$ cat src/rtl/dma_mover_pkg.sv
package dma_mover_pkg;
    typedef enum logic [2:0] {
        ST_IDLE,
        ST_ACK,
        ST_WAIT,
        ST_REQ,
        ST_WRITE,
        ST_FINISH
    } mover_state_t;

    localparam logic [1:0] SEL_ADDR  = 2'd0;
    localparam logic [1:0] SEL_COUNT = 2'd1;
    localparam logic [1:0] SEL_START = 2'd2;
    localparam logic [1:0] SEL_CLEAR = 2'd3;
endpackage

$ cat src/rtl/dma_word_fifo.sv
module dma_word_fifo #(
    parameter int DW    = 32,
    parameter int DEPTH = 16
) (
    input  logic          clk,
    input  logic          rst_n,
    input  logic          push,
    input  logic [DW-1:0] push_data,
    input  logic          pop,
    output logic [DW-1:0] head,
    output logic          empty,
    output logic          full
);
    localparam int PW = (DEPTH > 1) ? $clog2(DEPTH) : 1;
    localparam int LW = $clog2(DEPTH + 1);
    localparam logic [LW-1:0] LVL_FULL = LW'(DEPTH);

    logic [DW-1:0] slots [DEPTH];
    logic [PW-1:0] wr_ptr, rd_ptr;
    logic [LW-1:0] level;
    logic          do_push, do_pop;

    assign empty   = (level == '0);
    assign full    = (level == LVL_FULL);
    assign do_push = push && !full;
    assign do_pop  = pop && !empty;
    assign head    = slots[rd_ptr];

    function automatic logic [PW-1:0] bump(input logic [PW-1:0] p);
        return (p == PW'(DEPTH - 1)) ? '0 : p + PW'(1);
    endfunction

    always_ff @(posedge clk) begin
        if (do_push) slots[wr_ptr] <= push_data;
    end

    always_ff @(posedge clk or negedge rst_n) begin
        if (!rst_n) begin
            wr_ptr <= '0;
            rd_ptr <= '0;
            level  <= '0;
        end else begin
            if (do_push) wr_ptr <= bump(wr_ptr);
            if (do_pop)  rd_ptr <= bump(rd_ptr);
            if (do_push && !do_pop)      level <= level + LW'(1);
            else if (do_pop && !do_push) level <= level - LW'(1);
        end
    end
endmodule

$ cat src/rtl/dma_cfg_regs.sv
module dma_cfg_regs
    import dma_mover_pkg::*;
#(
    parameter int AW = 32
) (
    input  logic          clk,
    input  logic          rst_n,
    input  logic          cfg_wr,
    input  logic [1:0]    cfg_sel,
    input  logic [AW-1:0] cfg_wdata,
    input  logic          busy,
    input  logic          done,
    output logic [AW-1:0] base_addr,
    output logic [AW-1:0] word_count,
    output logic          start,
    output logic          irq
);
    assign start = cfg_wr && (cfg_sel == SEL_START) && !busy;

    always_ff @(posedge clk or negedge rst_n) begin
        if (!rst_n) begin
            base_addr  <= '0;
            word_count <= '0;
            irq        <= 1'b0;
        end else begin
            if (cfg_wr && !busy && cfg_sel == SEL_ADDR)  base_addr  <= cfg_wdata;
            if (cfg_wr && !busy && cfg_sel == SEL_COUNT) word_count <= cfg_wdata;
            if (done)                                   irq <= 1'b1;
            else if (cfg_wr && cfg_sel == SEL_CLEAR)    irq <= 1'b0;
        end
    end
endmodule

$ cat src/rtl/dma_move_fsm.sv
module dma_move_fsm
    import dma_mover_pkg::*;
#(
    parameter int AW = 32,
    parameter int DW = 32
) (
    input  logic          clk,
    input  logic          rst_n,
    input  logic          start,
    input  logic [AW-1:0] base_addr,
    input  logic [AW-1:0] word_count,
    input  logic          buf_empty,
    input  logic [DW-1:0] buf_head,
    input  logic          bus_gnt,
    input  logic          mem_wready,
    output logic          busy,
    output logic          setup_ack,
    output logic          bus_req,
    output logic          mem_we,
    output logic [AW-1:0] mem_addr,
    output logic [DW-1:0] mem_wdata,
    output logic          buf_pop,
    output logic          done
);
    mover_state_t state, state_nx;
    logic [AW-1:0] cur_addr;
    logic [AW-1:0] left;
    logic          accepted;

    assign accepted = (state == ST_WRITE) && mem_wready;

    always_ff @(posedge clk or negedge rst_n) begin
        if (!rst_n) begin
            state    <= ST_IDLE;
            cur_addr <= '0;
            left     <= '0;
        end else begin
            state <= state_nx;
            if (start) begin
                cur_addr <= base_addr;
                left     <= word_count;
            end else if (accepted) begin
                cur_addr <= cur_addr + AW'(1);
                left     <= left - AW'(1);
            end
        end
    end

    always_comb begin
        state_nx = state;
        unique case (state)
            ST_IDLE:   if (start) state_nx = ST_ACK;
            ST_ACK:    state_nx = (left == '0) ? ST_FINISH : ST_WAIT;
            ST_WAIT:   if (!buf_empty) state_nx = ST_REQ;
            ST_REQ:    if (bus_gnt) state_nx = ST_WRITE;
            ST_WRITE:  if (mem_wready) state_nx = (left == AW'(1)) ? ST_FINISH : ST_WAIT;
            ST_FINISH: state_nx = ST_IDLE;
            default:   state_nx = ST_IDLE;
        endcase
    end

    always_comb begin
        busy      = (state != ST_IDLE);
        setup_ack = (state == ST_ACK);
        bus_req   = (state == ST_REQ) || (state == ST_WRITE);
        mem_we    = (state == ST_WRITE);
        mem_addr  = mem_we ? cur_addr : '0;
        mem_wdata = mem_we ? buf_head : '0;
        buf_pop   = accepted;
        done      = (state == ST_FINISH);
    end
endmodule

$ cat src/rtl/dma_word_mover.sv
module dma_word_mover #(
    parameter int AW    = 32,
    parameter int DW    = 32,
    parameter int DEPTH = 16
) (
    input  logic          clk,
    input  logic          rst_n,
    input  logic          cfg_wr,
    input  logic [1:0]    cfg_sel,
    input  logic [AW-1:0] cfg_wdata,
    output logic          busy,
    output logic          setup_ack,
    output logic          irq,
    input  logic          dev_valid,
    input  logic [DW-1:0] dev_data,
    output logic          dev_ready,
    output logic          bus_req,
    input  logic          bus_gnt,
    output logic          mem_we,
    output logic [AW-1:0] mem_addr,
    output logic [DW-1:0] mem_wdata,
    input  logic          mem_wready
);
    logic [AW-1:0] base_addr, word_count;
    logic          start, done, buf_pop, buf_empty, buf_full;
    logic [DW-1:0] buf_head;

    assign dev_ready = !buf_full;

    dma_cfg_regs #(.AW(AW)) u_regs (
        .clk(clk), .rst_n(rst_n), .cfg_wr(cfg_wr), .cfg_sel(cfg_sel),
        .cfg_wdata(cfg_wdata), .busy(busy), .done(done),
        .base_addr(base_addr), .word_count(word_count), .start(start), .irq(irq)
    );

    dma_word_fifo #(.DW(DW), .DEPTH(DEPTH)) u_buf (
        .clk(clk), .rst_n(rst_n), .push(dev_valid), .push_data(dev_data),
        .pop(buf_pop), .head(buf_head), .empty(buf_empty), .full(buf_full)
    );

    dma_move_fsm #(.AW(AW), .DW(DW)) u_fsm (
        .clk(clk), .rst_n(rst_n), .start(start), .base_addr(base_addr),
        .word_count(word_count), .buf_empty(buf_empty), .buf_head(buf_head),
        .bus_gnt(bus_gnt), .mem_wready(mem_wready), .busy(busy),
        .setup_ack(setup_ack), .bus_req(bus_req), .mem_we(mem_we),
        .mem_addr(mem_addr), .mem_wdata(mem_wdata), .buf_pop(buf_pop), .done(done)
    );
endmodule

$ cat config.mk
export PLATFORM = sky130hd
export DESIGN_NAME = dma_word_mover
export DESIGN_NICKNAME = d
export VERILOG_FILES = /design/src/rtl/dma_mover_pkg.sv /design/src/rtl/dma_word_fifo.sv /design/src/rtl/dma_cfg_regs.sv /design/src/rtl/dma_move_fsm.sv /design/src/rtl/dma_word_mover.sv
export SDC_FILE = /design/constraint.sdc
export NUM_CORES = 1
export LEC_CHECK = 0
export BUFFER_PORTS_ARGS = -buffer_cell sky130_fd_sc_hd__buf_4
export CAP_MARGIN = 40
export CORE_MARGIN = 1.5
export CORE_UTILIZATION = 61
export DETAILED_ROUTE_END_ITERATION = 8
export PLACE_DENSITY = 0.8
export SLEW_MARGIN = 40
export SYNTH_ARGS = -nofsm -noshare
export SYNTH_HDL_FRONTEND = slang
export SYNTH_SLANG_ARGS = --single-unit
$ cat constraint.sdc
create_clock -name clk -period 4.5 [get_ports clk]
set_clock_uncertainty 0.05 [all_clocks]
set_input_delay 1.125 -clock clk [delete_from_list [all_inputs] [get_ports clk]]
set_output_delay 1.125 -clock clk [all_outputs]
set_load 0.03 [all_outputs]
==> results.sh, run 1 <==
export IMPL_outcome="finished, final reports clean"
export IMPL_grt_max_degree=83
export IMPL_grt_setup_unrepaired="no"
export IMPL_power_switching_uw=5394
export IMPL_synth_top_cell_by_area="edfxtp_1"
export IMPL_finalSetupTns_ns=0
export IMPL_finalHoldViolations=0
export IMPL_gp_congestion=0.8751
export IMPL_cts_hold_buf=0
export IMPL_wl_per_cell_um=26.84
export IMPL_row_count=77
export IMPL_clockPowerShare=0.294
export IMPL_regToRegSetupSlack_ns=1.48
export IMPL_p_per_area_nw_per_um2=582.0
export IMPL_worstPathMaxFanout=54
export IMPL_final_nets=1805
export IMPL_synthCells=1564
export IMPL_p_leak_uw=0.01089
export IMPL_layout_commonest_cell="edfxtp_1"
export IMPL_setup_ws_ns=0.2286
export IMPL_wl_um=63430
export IMPL_vias=15716
export IMPL_synth_top_flop_cell="edfxtp_1"
export IMPL_io_pins=142
export IMPL_syn_nets=1649
export IMPL_netlist_area_leader_share=0.5677
export IMPL_fp_dieW_um=213.7
export IMPL_worst_setup_path_type="reg2out"
export IMPL_maxSlewHeadroom=0.4356
export IMPL_crit_arrival_ns=3.10
export IMPL_final_cell_mix="edfxtp_1 (512), buf_4 (180), dfrtp_1 (141), mux4_2 (128), nand2_1 (85)"
export IMPL_ys_seq_area_frac=0.7017
export IMPL_maxCapViolCount=0
export IMPL_fin_crit_sh=0.9492
export IMPL_setup_viol=0
export IMPL_cp_required_ns=3.32
export IMPL_start_kind="flip-flop"
export IMPL_postRouteAntennaNets=0
export IMPL_grt_overflow_total=0
export IMPL_coreArea_sq_um=44030
export IMPL_vdd_drop_max_uv=401.9
export IMPL_hp_class="reg2reg"
export IMPL_comb_power_share=0.244
export IMPL_synth_area_sq_um=27080
export IMPL_fp_dieH_um=213.7
export IMPL_antenna_found_initial=1
export IMPL_grt_pass1_wl_um=95530
export IMPL_worstMarginPinSlew_ns=0.8445
export IMPL_grt_total_usage=0.2851
export IMPL_cts_made_buffers=67
export IMPL_via_per_inst=6.651
export IMPL_design_area_sq_um=31090
export IMPL_crit_path_end_kind="output pin"
export IMPL_clock_latency_ns=0.59
export IMPL_htreeDepth=3
export IMPL_power_frac_seq=0.462
export IMPL_internal_power_uw=12700
export IMPL_cts_path_max_buffers=3
export IMPL_post_dp_cell_area_sq_um=29010
export IMPL_async_flop_share=0.2207
export IMPL_drive_gt1_frac=0.2881
export IMPL_synthTopCellsByArea="edfxtp_1 (57%), dfrtp_1 (13%), mux4_2 (11%)"
export IMPL_whs_ns=0.4351
export IMPL_timing_fmax_mhz=234.1
export IMPL_path_clk_slew_ns=0.06
export IMPL_post_route_drc_count=0
export IMPL_synth_yosys_warnings=0
export IMPL_min_period_ns=4.271
export IMPL_drtPass1Iterations=5
export IMPL_drtIter0Drc=1822
export IMPL_synth_seq_cells=657
export IMPL_io_buffers=141
export IMPL_dieArea_sq_um=45670
export IMPL_clock_sinks=657
export IMPL_cts_tree="built"
export IMPL_area_delta_synth_final_pct=14.82
export IMPL_synth_cell_types=64
export IMPL_hpwl_um=34800
export IMPL_fin_cells=2363
export IMPL_postCtsSetupBuffers=0
export IMPL_first_global_vias=16084
export IMPL_synth_edf_count=512
export IMPL_cts_root_buf="clkbuf_16"
export IMPL_syn_avg_cell_area_sq_um=17.32
export IMPL_start_util=0.6151
export IMPL_placedCellCount=2243
export IMPL_cts_resized=0
export IMPL_preCtsSetupSlack_ns=0.8873
export IMPL_drv_slew=0
export IMPL_swShare=0.2981
sequential cells by signal, indices dropped and copies added, names as in the netlist:
| register | count |
|---|---|
| u_regs.base_addr | 32 |
| u_fsm.cur_addr | 32 |
| u_buf.wr_ptr | 4 |
| u_regs.irq | 1 |
| u_buf.level | 5 |
| u_buf.slots | 512 |
| u_fsm.left | 32 |
| u_regs.word_count | 32 |
| u_fsm.state | 3 |
| u_buf.rd_ptr | 4 |
power by group through the flow:
stage	Combinational (uW)	Clock [uW]	Sequential [uW]
4_1_cts	4430	5380	8340
3_3_place_gp	4200	0	8370
2_1_floorplan	3360	0	8070
6_report	4410	5330	8360
5_1_grt	4750	5620	8460
3_5_place_dp	4340	0	8430
metrics by stage:
step           power (uW)  utilization
2_1_floorplan       11430            -
3_3_place_gp        12570       0.6588
3_5_place_dp        12760       0.6588
4_1_cts             18150       0.7061
5_1_grt             18830       0.7062
6_report            18100       0.7062
worst max-delay path, stage by stage, from the launching register on:
cell	delay, ns
dfrtp_4	0.69
buf_12	0.42
mux4_2	0.55
nor2b_1	0.15
a211oi_1	0.35
a211oi_1	0.11
buf_4	0.19
worst paths after layout:
check | start | to | depth (start not counted)
max in group asynchronous | rst_n | u_regs.base_addr[21]$_DFFE_PN0P_ | 2
min reg2reg | u_regs.base_addr[2]$_DFFE_PN0P_ | u_fsm.cur_addr[2]$_DFFE_PN0P_ | 2
max reg2reg | u_fsm.state[2]$_DFFE_PN0P_ | u_buf.level[4]$_DFFE_PN0P_ | 12
min in group asynchronous | rst_n | u_fsm.state[0]$_DFFE_PN0P_ | 1
max | u_buf.rd_ptr[0]$_DFFE_PN0P_ | mem_wdata[23] | 6
min | u_regs.base_addr[2]$_DFFE_PN0P_ | u_fsm.cur_addr[2]$_DFFE_PN0P_ | 2
final cells by class:
| class | count | area (sq um) |
|---|---|---|
| multi-input cells | 789 | 7700 |
| flip-flops and latches | 657 | 19020 |
| repair buffers | 187 | 1485 |
| clock buffers | 87 | 1814 |
| inverters | 18 | 67.56 |
| diodes | 1 | 2.502 |
| well taps | 592 | 740.7 |
| clock inverters | 32 | 269.0 |
| fillers | 2604 | 12930 |
metal layers:
metal  up-vias  wire length (um)  global-route usage
met3       161              5560             0.06283
met2       943             31790              0.4678
li1       6597                 -                   -
met5         -                 0                   0
met4         0              2162              0.1170
met1      8015             23920              0.3745
cells in the mapped netlist (all sizes together) (2+ instances only):
| library cell | count |
|---|---|
| mux4 | 128 |
| dfrtp | 145 |
| ha | 12 |
| mux2 | 65 |
| nor3 | 25 |
| buf | 41 |
| nand2b | 4 |
| o31ai | 3 |
| xnor2 | 8 |
| nor2b | 32 |
| and2 | 2 |
| a22oi | 5 |
| edfxtp | 512 |
| nand2 | 87 |
| o21ai | 39 |
| inv | 18 |
| and3 | 29 |
| nand3b | 2 |
| nand4 | 20 |
| o311a | 2 |
| or3 | 10 |
| nor4 | 14 |
| a21o | 5 |
| nand3 | 34 |
| a221o | 15 |
| nor2 | 50 |
| o311ai | 20 |
| mux2i | 32 |
| clkbuf | 59 |
| a31oi | 5 |
| or2 | 3 |
| a211oi | 64 |
| nand4b | 2 |
| a22o | 2 |
| o211ai | 19 |
| xor2 | 6 |
| or4 | 10 |
| a21oi | 21 |
cells by family (layout without fill, tap and decap cells):
group | Yosys count | in the layout | share of synthesized area
buf+inv | 118 | 324 | 0.01899
xor+xnor | 14 | 14 | 0.004528
mux | 225 | 225 | 0.1495
fa+ha+maj | 13 | 13 | 0.006283
simple gates | 329 | 329 | 0.06422
other cells | 0 | 1 | 0
flops | 657 | 657 | 0.7017
compound gates | 208 | 208 | 0.05480
(Power assumes the default switching activity.)
==> inputs of run 2 (changes only) <==
- ABC_AREA: not set -> 1
- PLACE_DENSITY: 0.8 -> 0.79
==> run 2 against run 1 <==
Core utilization increased by 0.080 points; sequential share of layout area decreased by 2.3 points; power increased by 14%; synthesized area increased by 4.7%; worst hold slack got worse by 0.0064 ns; via count increased by 32%; non-clock buffer count decreased by 3; sequential power about the same; highest routed layer unchanged.
==> results.sh, run 2 <==
export IMPL_design_area_sq_um=32290
export IMPL_maxSlewHeadroom=0.4646
export IMPL_grt_pass1_wl_um=112700
export IMPL_yosys_top_cells_count="nor2_1 (523), edfxtp_1 (512), nand2_1 (451)"
export IMPL_io_pins=142
export IMPL_cts_made_buffers=66
export IMPL_wl_um=73220
export IMPL_cts_hold_buf=0
export IMPL_grt_setup_unrepaired="no"
export IMPL_synth_yosys_warnings=0
export IMPL_syn_avg_cell_area_sq_um=10.52
export IMPL_outcome="finished, final reports clean"
export IMPL_grt_total_usage=0.3102
export IMPL_whs_ns=0.4287
export IMPL_drv_slew=0
export IMPL_fin_cells=3455
export IMPL_gp_congestion=0.9562
export IMPL_crit_path_end_kind="output pin"
export IMPL_first_global_vias=20209
export IMPL_fp_dieW_um=218.6
export IMPL_largest_reg_flops=512
export IMPL_antenna_found_initial=0
export IMPL_worstPathMaxFanout=134
export IMPL_crit_arrival_ns=3.14
export IMPL_placedCellCount=3342
export IMPL_path_clk_slew_ns=0.06
export IMPL_vias=20770
export IMPL_maxCapViolCount=0
export IMPL_ys_seq_area_frac=0.6700
export IMPL_clock_sinks=657
export IMPL_fp_dieH_um=218.6
export IMPL_cp_required_ns=3.32
export IMPL_drive_gt1_frac=0.1089
export IMPL_final_nets=2896
export IMPL_synth_area_sq_um=28360
export IMPL_synthCells=2697
export IMPL_timing_fmax_mhz=231.6
export IMPL_worstMarginPinSlew_ns=0.8012
export IMPL_worst_setup_path_type="reg2out"
export IMPL_p_leak_uw=0.01221
export IMPL_setup_viol=0
export IMPL_synth_seq_cells=657
export IMPL_netlist_area_leader_share=0.5421
export IMPL_synth_cell_types=34
export IMPL_area_delta_synth_final_pct=13.87
export IMPL_post_dp_cell_area_sq_um=30110
export IMPL_p_per_area_nw_per_um2=640.0
export IMPL_htreeDepth=3
export IMPL_postCtsSetupBuffers=0
export IMPL_cts_tree="built"
export IMPL_hpwl_um=41980
export IMPL_coreArea_sq_um=45670
export IMPL_vdd_drop_max_uv=437.7
export IMPL_final_cell_mix="edfxtp_1 (512), nor2_1 (506), nand2_1 (450), o21ai_0 (272), inv_1 (176)"
export IMPL_post_route_drc_count=0
export IMPL_yosysMostFrequentCell="nor2_1"
export IMPL_hp_class="reg2reg"
export IMPL_regMostFlops="u_buf.slots"
export IMPL_row_count=78
export IMPL_drtIter0Drc=2752
export IMPL_grt_max_degree=213
export IMPL_finalSetupTns_ns=0
export IMPL_clock_latency_ns=0.60
export IMPL_via_per_inst=6.012
export IMPL_drtPass1Iterations=5
export IMPL_synth_edf_count=512
export IMPL_async_flop_share=0.2207
export IMPL_layout_commonest_cell="edfxtp_1"
export IMPL_wl_per_cell_um=21.19
export IMPL_min_period_ns=4.318
export IMPL_synth_top_flop_cell="edfxtp_1"
export IMPL_synthTopCellsByArea="edfxtp_1 (54%), dfrtp_1 (13%), nor2_1 (6.9%)"
export IMPL_io_buffers=141
export IMPL_fin_crit_sh=0.9595
export IMPL_grt_overflow_total=0
export IMPL_synth_top_cell_by_area="edfxtp_1"
export IMPL_finalHoldViolations=0
export IMPL_start_util=0.6209
export IMPL_dieArea_sq_um=47800
export IMPL_diodes=0
export IMPL_cts_root_buf="clkbuf_16"
export IMPL_start_kind="flip-flop"
export IMPL_cts_resized=0
export IMPL_postRouteAntennaNets=0
export IMPL_syn_nets=2782
export IMPL_cts_path_max_buffers=3
[run 2: cell count changes in the layout (fill, tap and decap cells not counted), moves of 38 or more]
cell and change:
nor2_1 +472, o211ai_1 +55, o22ai_1 +38, mux4_2 -128, nand3_1 +76, nand2_1 +365, o21ai_0 +233, a211oi_1 -64
inv_1 +158, o21ai_1 +89
[run 2: kinds of logic (layout without fill, tap and decap cells)]
logic type / count (synthesis) / in the layout / share of synthesized area
AO/OA/AOI/OAI: 550 / 550 / 0.1076
buffers and inverters: 321 / 479 / 0.04822
flip-flops: 657 / 657 / 0.6700
adder cells (fa/ha/maj): 13 / 13 / 0.006000
XOR/XNOR: 41 / 41 / 0.01266
AND/OR/NAND/NOR: 1115 / 1115 / 0.1555
[run 2: critical path: stages (launching register included)]
cell	delay [ns]
dfrtp_4	0.75
buf_12	0.42
nor2_1	0.11
nor2_1	0.11
o21ai_0	0.09
o21ai_1	0.11
nand2_1	0.09
nand2_1	0.09
inv_1	0.04
a21oi_1	0.32
buf_4	0.24
[run 2: where the power goes]
part	internal, uW	switching [uW]	leakage [uW]	total (uW)
sequential	7630	700	0.00640	8340
combinational	2120	4680	0.00476	6800
clock	3300	2240	0.00105	5540
[run 2: layout make-up]
| class | count | area, sq um |
|---|---|---|
| clock buffers | 85 | 1815 |
| clock inverters | 27 | 341.6 |
| fillers | 3146 | 13380 |
| inverters | 183 | 691.9 |
| multi-input cells | 1719 | 8120 |
| flip-flops and latches | 657 | 19010 |
| well taps | 600 | 750.7 |
| repair buffers | 184 | 1562 |
[run 2: metal layers]
metal / global-route usage / wire length [um] / up-vias
met5: 0 / 0 / -
met4: 0.1333 / 3019 / 0
met3: 0.05331 / 6353 / 203
met2: 0.5040 / 35530 / 1097
met1: 0.4146 / 28320 / 10018
li1: - / - / 9452
[run 2: worst paths after layout]
path / start / end / slack, ns / cells after the start
hold reg to reg: u_regs.base_addr[10]$_DFFE_PN0P_ / u_regs.base_addr[10]$_DFFE_PN0P_ / 0.43 / 2
min in group asynchronous: rst_n / u_regs.word_count[14]$_DFFE_PN0P_ / 0.51 / 1
setup reg to reg: u_buf.level[1]$_DFFE_PN0P_ / u_buf.level[3]$_DFFE_PN0P_ / 1.61 / 14
setup / recovery: u_buf.rd_ptr[0]$_DFFE_PN0P_ / mem_wdata[2] / 0.18 / 10
max in group asynchronous: rst_n / u_fsm.cur_addr[26]$_DFFE_PN0P_ / 3.10 / 2
hold / removal: u_regs.base_addr[10]$_DFFE_PN0P_ / u_regs.base_addr[10]$_DFFE_PN0P_ / 0.43 / 2
[run 2: through the flow]
step / utilization / power, uW / worst slack, ns
detailed placement: 0.6592 / 15050 / 0.8798
CTS: 0.7064 / 20590 / 0.2275
floorplan: - / 12980 / 1.211
global route: 0.7070 / 21750 / 0.007541
finish: 0.7070 / 20670 / 0.1824
global placement: 0.6591 / 14770 / 0.8978
